[src/rtl/fxload_pkg.sv]
package fxload_pkg;
  typedef enum logic [2:0] {
    OP_LOAD = 3'd0,
    OP_TEST = 3'd1,
    OP_COMP = 3'd2,
    OP_NABS = 3'd3,
    OP_PABS = 3'd4,
    OP_HALF = 3'd5,
    OP_ADDR = 3'd6,
    OP_RSVD = 3'd7
  } opcode_e;

  // Strobes from control to datapath
  typedef struct packed {
    logic selHalf;    // take value from halfword input
    logic selAddr;    // take value from address input
    logic negAlways;  // unconditional two's complement
    logic negIfNeg;   // negate only negative values
    logic negIfPos;   // negate only positive values
    logic ccUpd;      // variant writes the condition code
    logic ovfEn;      // variant can overflow
  } ctrlStrobes_t;

  localparam logic [1:0] CC_ZERO = 2'd0;
  localparam logic [1:0] CC_NEG  = 2'd1;
  localparam logic [1:0] CC_POS  = 2'd2;
  localparam logic [1:0] CC_OVF  = 2'd3;
endpackage

[src/rtl/fxload_ctrl.sv]
module fxload_ctrl
  import fxload_pkg::*;
(
  input  logic [2:0]   opSel,
  output ctrlStrobes_t strobes
);
  always_comb begin
    strobes = '0;
    unique case (opSel)
      OP_TEST: strobes.ccUpd = 1'b1;
      OP_COMP: begin
        strobes.negAlways = 1'b1;
        strobes.ccUpd     = 1'b1;
        strobes.ovfEn     = 1'b1;
      end
      OP_NABS: begin
        strobes.negIfPos = 1'b1;
        strobes.ccUpd    = 1'b1;
      end
      OP_PABS: begin
        strobes.negIfNeg = 1'b1;
        strobes.ccUpd    = 1'b1;
        strobes.ovfEn    = 1'b1;
      end
      OP_HALF: strobes.selHalf = 1'b1;
      OP_ADDR: strobes.selAddr = 1'b1;
      default: strobes = '0;  // load and reserved code
    endcase
  end
endmodule

[src/rtl/fxload_dp.sv]
module fxload_dp
  import fxload_pkg::*;
#(
  parameter int DATA_W = 32,
  parameter int HALF_W = 16,
  parameter int ADDR_W = 24
) (
  input  logic              clk,
  input  logic              rstN,
  input  logic              inValid,
  input  ctrlStrobes_t      strobes,
  input  logic [DATA_W-1:0] operandB,
  input  logic [HALF_W-1:0] halfIn,
  input  logic [ADDR_W-1:0] addrIn,
  input  logic              ovfMask,
  output logic              outValid,
  output logic [DATA_W-1:0] result,
  output logic              ccWe,
  output logic [1:0]        ccOut,
  output logic              ovfIrq
);
  localparam int EXT_W = DATA_W - HALF_W;
  localparam int TOP_W = DATA_W - ADDR_W;
  localparam logic [DATA_W-1:0] MOST_NEG = {1'b1, {(DATA_W-1){1'b0}}};

  logic [DATA_W-1:0] srcVal, nextRes;
  logic              srcNeg, srcZero, srcMin, doNegate, ovfNow;
  logic [1:0]        nextCc;

  always_comb begin
    if (strobes.selHalf)
      srcVal = {{EXT_W{halfIn[HALF_W-1]}}, halfIn};
    else if (strobes.selAddr)
      srcVal = {{TOP_W{1'b0}}, addrIn};
    else
      srcVal = operandB;
  end

  assign srcNeg   = srcVal[DATA_W-1];
  assign srcZero  = (srcVal == '0);
  assign srcMin   = (srcVal == MOST_NEG);
  assign doNegate = strobes.negAlways
                  | (strobes.negIfNeg & srcNeg)
                  | (strobes.negIfPos & ~srcNeg & ~srcZero);
  assign nextRes  = doNegate ? (~srcVal + 1'b1) : srcVal;
  assign ovfNow   = strobes.ovfEn & doNegate & srcMin;

  always_comb begin
    if (!strobes.ccUpd)          nextCc = CC_ZERO;
    else if (ovfNow)             nextCc = CC_OVF;
    else if (nextRes == '0)      nextCc = CC_ZERO;
    else if (nextRes[DATA_W-1])  nextCc = CC_NEG;
    else                         nextCc = CC_POS;
  end

  always_ff @(posedge clk or negedge rstN) begin
    if (!rstN) begin
      outValid <= 1'b0;
      result   <= '0;
      ccWe     <= 1'b0;
      ccOut    <= CC_ZERO;
      ovfIrq   <= 1'b0;
    end else begin
      outValid <= inValid;
      if (inValid) begin
        result <= nextRes;
        ccOut  <= nextCc;
      end
      ccWe   <= inValid & strobes.ccUpd;
      ovfIrq <= inValid & ovfNow & ovfMask;
    end
  end
endmodule

[src/rtl/fxload_unit.sv]
module fxload_unit
  import fxload_pkg::*;
(
  input  logic        clk,
  input  logic        rstN,
  input  logic        inValid,
  input  logic [2:0]  opSel,
  input  logic [31:0] operandB,
  input  logic [15:0] halfIn,
  input  logic [23:0] addrIn,
  input  logic        ovfMask,
  output logic        outValid,
  output logic [31:0] result,
  output logic        ccWe,
  output logic [1:0]  ccOut,
  output logic        ovfIrq
);
  ctrlStrobes_t strobes;

  fxload_ctrl u_ctrl (
    .opSel   (opSel),
    .strobes (strobes)
  );

  fxload_dp #(.DATA_W(32), .HALF_W(16), .ADDR_W(24)) u_dp (
    .clk      (clk),
    .rstN     (rstN),
    .inValid  (inValid),
    .strobes  (strobes),
    .operandB (operandB),
    .halfIn   (halfIn),
    .addrIn   (addrIn),
    .ovfMask  (ovfMask),
    .outValid (outValid),
    .result   (result),
    .ccWe     (ccWe),
    .ccOut    (ccOut),
    .ovfIrq   (ovfIrq)
  );
endmodule

[config.mk]
export PLATFORM = sky130hd
export DESIGN_NAME = fxload_unit
export DESIGN_NICKNAME = d
export VERILOG_FILES = /design/src/rtl/fxload_pkg.sv /design/src/rtl/fxload_ctrl.sv /design/src/rtl/fxload_dp.sv /design/src/rtl/fxload_unit.sv
export SDC_FILE = /design/constraint.sdc
export NUM_CORES = 1
export LEC_CHECK = 0
export BUFFER_PORTS_ARGS = -buffer_cell sky130_fd_sc_hd__buf_2
export CORE_AREA = 2 2 70 122
export DETAILED_ROUTE_END_ITERATION = 8
export DIE_AREA = 0 0 72 124
export PLACE_DENSITY = 0.77
export SYNTH_ARGS = -nofsm -noshare
export SYNTH_HDL_FRONTEND = slang
export SYNTH_SLANG_ARGS = --single-unit
[constraint.sdc]
create_clock -name clk -period 1.2 [get_ports clk]
set_clock_uncertainty 0.15 [all_clocks]
set_input_delay 0.12 -clock clk [delete_from_list [all_inputs] [get_ports clk]]
set_output_delay 0.12 -clock clk [all_outputs]
set_load 0.01 [all_outputs]
==> flow_summary_export.csv, run 1 <==
group,metric,value,unit
synth,avgSynthCellArea,7.88,sq um
floorplan,top_level_ports,116,
synth,synthesis.area,3730,sq um
synth,synth_top_area_share,24.8,%
clocking,cts_buffer_depth,2,
placed_design,dpl.hpwl,11.3,mm
status,tool.error,"[ERROR GRT-0232] Routing congestion too high. Check the congestion heatmap in the GUI.",
synth,synth_ff_type,"dfrtp_1",
sta,grt-worst-endpoint,"u_dp.ccOut[1]$_DFFE_PN0P_/D",
synth,synth_largest_area_cell,"dfrtp_1",
status,stop_stage,"global routing",
synth,yosys_warnings,0,
synth,yosysSeqAreaShare,24.8,%
global_routing,grt_overflow,4,
floorplan,fp.dieW,72,um
placed_design,gp_congestion,0.941,
clocking,cts-htree-levels,2,
synth,synth_cells,473,
floorplan,dieHeight,124,um
synth,synth.area.top_cells,"dfrtp_1 25%, and3b_1 7.3%, xnor2_1 5.4%",
floorplan,start_util,47.1,%
status,outcome,"did not finish",
clocking,cts_buffers,5,
placed_design,port_buffers,115,
sta,worstEpCategory,"sequential cell input",
synth,ys_ff_latch,37,
synth,async_reset_ff_share,100,%
synth,synth_cell_types,71,
clocking,clock-sinks,37,
global_routing,grt_max_degree,38,
floorplan,rows,43,
synth,synth_edf_count,0,
global_routing,grt_usage,64.4,%
clocking,cts_root_buf,"clkbuf_16",
synth,syn-num-nets,553,
synth_stat cells (3+ instances only):
library cell,n
a21o_1,5
nand4_1,9
and3_1,8
o21ai_1,20
buf_2,12
o21a_1,4
nand2_1,40
nand4_2,3
inv_1,5
and2_0,3
nand2b_1,11
o21ai_2,4
nor2_1,38
clkbuf_1,15
o22ai_1,4
mux2_2,7
buf_4,5
nor3_1,5
xnor2_1,23
dfrtp_1,37
o21ai_0,27
xor2_1,9
nand3_1,20
o211ai_1,3
and2_1,17
nor3b_1,10
o31ai_1,6
and3b_1,31
a21oi_1,31
a31oi_1,4
per-layer routing:
layer  overflow  GRT usage (%)
met2          3           91.0
met4          1           74.6
met1          0           58.7
met5          0              0
met3          0           37.7
cells by family after synthesis:
| kind of cell | synth area share [%] |
|---|---|
| buffers and inverters | 5.24 |
| XOR/XNOR | 7.52 |
| multiplexers | 2.65 |
| flip-flops | 24.8 |
| adder cells (fa/ha/maj) | 0.336 |
| AND/OR/NAND/NOR | 35.0 |
| AO/OA/AOI/OAI | 24.4 |
timing repair:
action	CTS
pin swaps	58
resized for setup	149
setup buffers	37
gates cloned	8
endpoints found under the hold margin	38
hold buffers	2
endpoints found under the setup margin	37
per-stage QoR:
step	setup TNS [ps]	setup WS, ps	area, sq um	util [%]	cells
after CTS	-43360	-1600	6840	86.4	850
after detailed placement	-58440	-2110	5560	70.2	798
after global placement	-55560	-1980	5560	70.2	798
after floorplan	-47880	-1770	3870	-	473
==> run 2: changes to the inputs <==
- CORE_AREA: 2 2 70 122 -> 2 2 107 109
- DIE_AREA: 0 0 72 124 -> 0 0 109 111
- PLACE_DENSITY: 0.77 -> not set
- PLACE_DENSITY_LB_ADDON: not set -> 0.15
- clock period: 1.2 -> 1.56 ns (I/O delays scaled with it)
==> run 2 against run 1 <==
The flow now finishes, with violations (negative setup slack); synthesized area did not move; synthesized cell count did not move.
==> flow_summary_export.csv, run 2 <==
group,metric,value,unit
clocking,clkTransAtPathRegs,60,ps
clocking,cts_root_buf,"clkbuf_16",
global_routing,grt_pass1_wl,22.9,mm
floorplan,core,11100,sq um
final_layout,diodes,0,
global_routing,grt_max_degree,38,
sta,period_share,187,%
synth,synth.most_common_cell,"nand2_1",
sta,setup_viol,34,
synth,synth_top_area_share,24.8,%
synth,avgSynthCellArea,7.88,sq um
worst_setup_path,crit_chain,"buf_12, a21bo_4, buf_4, nor2_4, a2bb2oi_1, nor4_2, buf_4, a41oi_4, buf_6, buf_6, buf_8, a41o_1, o2111ai_2, nor4b_2, a41oi_1",
global_routing,antenna_found_initial,0,
final_layout,layout_common_cells,"153 x buf_4, 112 x buf_2, 37 x dfrtp_1",
floorplan,top_level_ports,116,
clocking,cts-htree-levels,2,
synth,synth_commonest_cells,"40 x nand2_1, 38 x nor2_1, 37 x dfrtp_1",
clocking,tritoncts,"yes",
placed_design,dp_cells,850,
run,maxCapViolations,0,
sta,hold_viol_final,0,
synth,synth_largest_area_cell,"dfrtp_1",
final_layout,syn_to_final_growth,91.5,%
routing,drcViolationCount,0,
power,p_leak,3.35,nW
global_routing,grt_usage,24.0,%
power,powerDensity,646,nW/um^2
routing,avgViaCountPerCell,5.16,
floorplan,die_area,12100,sq um
worst_setup_path,critPathMaxStageDelay,450,ps
placed_design,gp_congestion,0.885,
final_layout,nets,838,
synth,syn-num-nets,553,
sta,tightest_slew,789,ps
placed_design,pre_cts_ws,-1800,ps
synth,synthesis.area,3730,sq um
floorplan,rows,39,
status,outcome,"finished with violations",
synth,synth_ff_type,"dfrtp_1",
routing,drt_wl_total,14.8,mm
synth,synth.area.top_cells,"dfrtp_1 25%, and3b_1 7.3%, xnor2_1 5.4%",
sta,rsz0062_at_grt,"yes",
sta,setup_ws,-1360,ps
worst_setup_path,end_kind,"flop",
sta,max_clock_freq,0.342,GHz
worst_setup_path,required,1550,ps
synth,synth_cell_types,71,
placed_design,port_buffers,115,
final_layout,drive_gt1_share,59.0,%
global_routing,grt_overflow,0,
final_layout,final_common_cell,"buf_4",
synth,async_reset_ff_share,100,%
sta,slew_violations,0,
worst_setup_path,path_class,"in -> reg",
final_layout,reg_top3,"u_dp.result x32, u_dp.ccOut x2",
synth,synth_edf_count,0,
routing,first_iter_violations,246,
synth,yosysSeqAreaShare,24.8,%
clocking,clock-sinks,37,
power,ir_drop,0.489,mV
routing,wl_per_cell,16.4,um
worst_setup_path,start_kind,"input pin",
synth,ys_ff_latch,37,
status,failed_checks,"negative setup slack",
floorplan,dieHeight,111,um
sta,max_slew_margin,46.9,%
worst_setup_path,path_max_fanout,7,
routing,dr.pass1.iters,4,
clocking,cts_buffers,5,
worst_setup_path,crit_slowest_cell,"a2bb2oi_1",
worst_setup_path,cp.arrival,2910,ps
min_path,min_path_type,"in -> reg",
routing,ant_nets,0,
final_layout,largest-register,"u_dp.result",
final_layout,layout.cells.non_filler,902,
synth,synth_cells,473,
final_layout,largest_reg_flops,32,
clocking,cts_buffer_depth,2,
global_routing,grt_pass1_vias,4536,
sta,min_period,2920,ps
placed_design,dpl.hpwl,11.0,mm
synth,yosys_warnings,0,
clocking,clock_latency,280,ps
routing,vias,4652,
floorplan,fp.dieW,109,um
floorplan,start_util,33.6,%
-- run 2: cell type report --
cell class                 instances  area, sq um
multi-input combinational        397         3420
sequential                        37          926
fill                             913         3940
tap                              143          179
clock buffer                       7          143
inverter                           5         18.8
timing repair buffer             312         2420
clock inverter                     1         30.0
-- run 2: stage by stage --
stage	setup TNS, ps	util (%)	total power [W]	hold WS (ps)	area (sq um)
after CTS	-31250	60.5	0.00442	113	6700
after global placement	-45860	50.8	0.00290	74.8	5620
final	-33310	64.4	0.00461	122	7140
after floorplan	-36760	-	0.00208	-290	3860
after global routing	-36600	64.4	0.00484	130	7140
after detailed placement	-48110	50.8	0.00293	84.2	5620
-- run 2: final timing paths --
check / slack (ps) / depth (start not counted) / endpoint / from
min reg2reg: 330 / 1 / u_dp.result[25] / u_dp.result[25]
max: -1360 / 15 / u_dp.ccOut[1] / opSel[0]
max reg2reg: 110 / 6 / u_dp.ccOut[1] / u_dp.ccOut[1]
min: 120 / 2 / u_dp.outValid / inValid
min in group asynchronous: 300 / 3 / u_dp.result[5] / rstN
max in group asynchronous: 630 / 3 / u_dp.result[26] / rstN
-- run 2: cells by family after synthesis --
logic type               after synthesis  share of synthesized area (%)
AO/OA/AOI/OAI                        139                           24.4
XOR/XNOR                              32                           7.52
adder cells (fa/ha/maj)                1                          0.336
buffers and inverters                 39                           5.24
flip-flops                            37                           24.8
multiplexers                           9                           2.65
AND/OR/NAND/NOR                      216                           35.0
-- run 2: worst max-delay path, delay by kind of cell --
kind / cells / cell delay, ps
AO/OA/AOI/OAI: 6 / 1420
buffers and inverters: 6 / 820
AND/OR/NAND/NOR: 3 / 510
-- run 2: power breakdown --
group | switching [W] | internal (W)
sequential | 0.0000785 | 0.00111
combinational | 0.00107 | 0.00118
clock | 0.000371 | 0.000798
-- run 2: metal layers --
| layer | global-route usage (%) | vias up | routed length, um | part of all wire, % |
|---|---|---|---|---|
| met5 | 0 | - | 0 | 0 |
| met4 | 7.01 | 0 | 370 | 2.5 |
| met3 | 1.94 | 20 | 666 | 4.5 |
| met2 | 40.3 | 140 | 7210 | 49 |
| met1 | 32.6 | 2184 | 6570 | 44 |
| li1 | - | 2308 | - | - |
-- run 2: timing repair --
action	4_1_cts	5_1_grt
pin swaps	49	51
setup buffers	24	16
gates resized for setup	118	82
endpoints found under the setup margin	34	34
hold buffers	2	0
cloned	7	1
hold endpoints to repair	38	0
Note: power is estimated with default switching activity, not from simulation.
==> run 3: changes to the inputs <==
- CORE_AREA: 2 2 107 109 -> 2 2 87 89
- DIE_AREA: 0 0 109 111 -> 0 0 89 91
- clock period: 1.56 -> 2.89 ns (I/O delays scaled with it)
==> run 3 against run 2 <==
The run still ends with negative setup slack left; die area fell by 33%; flip-flop and latch count did not move; wire length fell by 10%; clock power fell by 60%; register-to-register slack improved by 1300 ps; hold slack got worse by 28 ps; via count fell by 1.8%; count of clock-buffer cells in the layout fell by 1; design area fell by 18%; first-iteration DRC count rose by 50%; critical path type unchanged.
==> flow_summary_export.csv, run 3 (synthesis results as in run 2) <==
group,metric,value,unit
routing,wl_per_cell,16.5,um
floorplan,rows,31,
final_layout,largest-register,"u_dp.result",
placed_design,place_area,5260,sq um
routing,met1_length,5.59,mm
routing,avgViaCountPerCell,5.68,
sta,setup_viol,1,
worst_setup_path,end_kind,"flop",
power,ir_drop,0.242,mV
sta,max_clock_freq,0.340,GHz
placed_design,gp_congestion,1.02,
sta,tightest_slew,798,ps
placed_design,port_buffers,115,
worst_setup_path,start_kind,"input pin",
routing,route.met3.wl,858,um
clocking,cts-htree-levels,2,
clocking,cts_root_buf,"clkbuf_8",
power,switching_power,0.000726,W
status,outcome,"finished with violations",
sta,period_share,102,%
worst_setup_path,rrSetupSlack,1420,ps
sta,hold_viol_final,0,
worst_setup_path,r2r-start,"u_dp.ccOut[1]",
worst_setup_path,cp_top_family,"simple AND/OR/NAND/NOR gates",
worst_setup_path,crit_chain,"bufbuf_16, and3b_1, buf_4, o21ai_2, nand4_1, buf_4, nor4_4, buf_4, nand3_1, o31ai_2, xnor2_1, o2111ai_2, nor4b_2, a41oi_1",
global_routing,grt_pass1_vias,4379,
worst_setup_path,critPathMaxStageDelay,280,ps
power,clock_power_share,22.5,%
worst_setup_path,required,2900,ps
final_layout,largest_reg_flops,32,
clocking,tritoncts,"yes",
floorplan,core,7140,sq um
power,combPwrFrac,47.1,%
power,p_leak,2.80,nW
final_layout,diodes,0,
global_routing,grt_usage,32.5,%
sta,min_period,2940,ps
clocking,cts_buffers,5,
power,swShare,34.8,%
clocking,cts_buffer_depth,2,
routing,drt_wl_total,13.3,mm
sta,setup_ws,-51.1,ps
floorplan,die_area,8100,sq um
floorplan,dieHeight,91,um
final_layout,reg_top3,"u_dp.result x32, u_dp.ccOut x2",
final_layout,drive_gt1_share,47.4,%
power,p_int,0.00136,W
floorplan,start_util,52.2,%
clocking,clkTransAtPathRegs,80,ps
worst_setup_path,crit_buf_inv,4,
placed_design,dpl.hpwl,10.2,mm
final_layout,layout.cells.non_filler,804,
routing,wl_met2,6.38,mm
final_layout,final_common_cell,"buf_4",
min_path,worstHoldStart,"ovfMask",
global_routing,grt_max_degree,52,
routing,first_iter_violations,368,
routing,drcViolationCount,0,
power,seqPwrFrac,30.4,%
final_layout,syn_to_final_growth,57.2,%
floorplan,top_level_ports,116,
run,maxCapViolations,0,
sta,rsz0062_at_grt,"yes",
power,powerDensity,357,nW/um^2
global_routing,grt_overflow,0,
sta,slew_violations,0,
placed_design,dp_cells,776,
final_layout,fin_util,82.0,%
status,failed_checks,"negative setup slack",
min_path,min_path_type,"in -> reg",
worst_setup_path,path_class,"in -> reg",
final_layout,nets,784,
floorplan,fp.dieW,89,um
routing,vias,4566,
final_layout,layout_common_cells,"131 x buf_4, 113 x buf_2, 39 x nand2_1",
clocking,clock_latency,280,ps
global_routing,grt_pass1_wl,20.9,mm
worst_setup_path,cp-startpoint,"opSel[1]",
final_layout,final_cell_area,5860,sq um
routing,top_layer,"met4",
global_routing,antenna_found_initial,0,
worst_setup_path,path_max_fanout,10,
clocking,clock-sinks,37,
sta,max_slew_margin,46.8,%
worst_setup_path,cp.arrival,2950,ps
routing,ant_nets,0,
worst_setup_path,crit_slowest_cell,"nor4_4",
routing,dr.pass1.iters,5,
worst_setup_path,worst_path_most_repeated_cell,"buf_4",
## run 3: cell count changes in the layout (fill, tap and decap cells not counted), sizes merged
| cell | change |
|---|---|
| buf | -51 |
| bufbuf | -2 |
| clkbuf | -1 |
| clkinvlp | +1 |
| dlygate4sd3 | -1 |
## run 3: routing by layer
| layer | global-route usage, % | vias to the layer above |
|---|---|---|
| li1 | - | 2200 |
| met1 | 42.9 | 2106 |
| met2 | 53.9 | 226 |
| met3 | 3.45 | 34 |
| met4 | 12.2 | 0 |
| met5 | 0 | - |
## run 3: worst reg2reg max path, stage by stage, from the launching register on
cell and delay, ps:
dfrtp_1 390, nand2_1 90, nand2_1 60, nor2_1 130
o211ai_1 150, nor4b_2 230, a41oi_1 140
## run 3: power groups by stage
stage / logic (W) / registers [W] / clock network [W]
after CTS: 0.000938 / 0.000635 / 0.000474
after global placement: 0.000860 / 0.000638 / 0
after detailed placement: 0.000878 / 0.000644 / 0
after global routing: 0.00106 / 0.000646 / 0.000501
final: 0.000984 / 0.000634 / 0.000469
after floorplan: 0.000431 / 0.000683 / 0
## run 3: metrics by stage
step | power (W) | setup TNS (ps) | hold WS, ps | setup slack [ps]
detailed placement | 0.00152 | -7730 | 269 | -641
floorplan | 0.00111 | -530 | -157 | -258
CTS | 0.00205 | 0 | 88.7 | 3.02
global placement | 0.00150 | -4610 | 245 | -559
global route | 0.00221 | -270 | 89.6 | -192
finish | 0.00209 | -51.1 | 93.9 | -51.1
## run 3: area by class of cell
class	count	area, sq um
Fill cell	507	1280
Inverter	5	18.8
Timing Repair Buffer	258	1760
Sequential cell	37	926
Clock inverter	2	37.5
Clock buffer	6	82.6
Multi-Input combinational cell	397	2910
Tap cell	99	124
## run 3: timing repair
action                                  CTS  global route
pin swaps                                27            15
gates cloned                              1             0
endpoints found under the setup margin   10            10
hold buffers                              1             0
buffers inserted                         12             8
endpoints found under the hold margin    37             0
gates resized for setup                  47            19
## run 3: path summary, 6_finish.rpt
kind                                        end  cells after the start
worst max-delay path              u_dp.ccOut[1]                     14
worst min-delay path                u_dp.ovfIrq                      2
worst max register to register    u_dp.ccOut[1]                      6
worst min register to register  u_dp.result[25]                      1
max in group asynchronous        u_dp.result[0]                      2
min in group asynchronous        u_dp.result[6]                      2
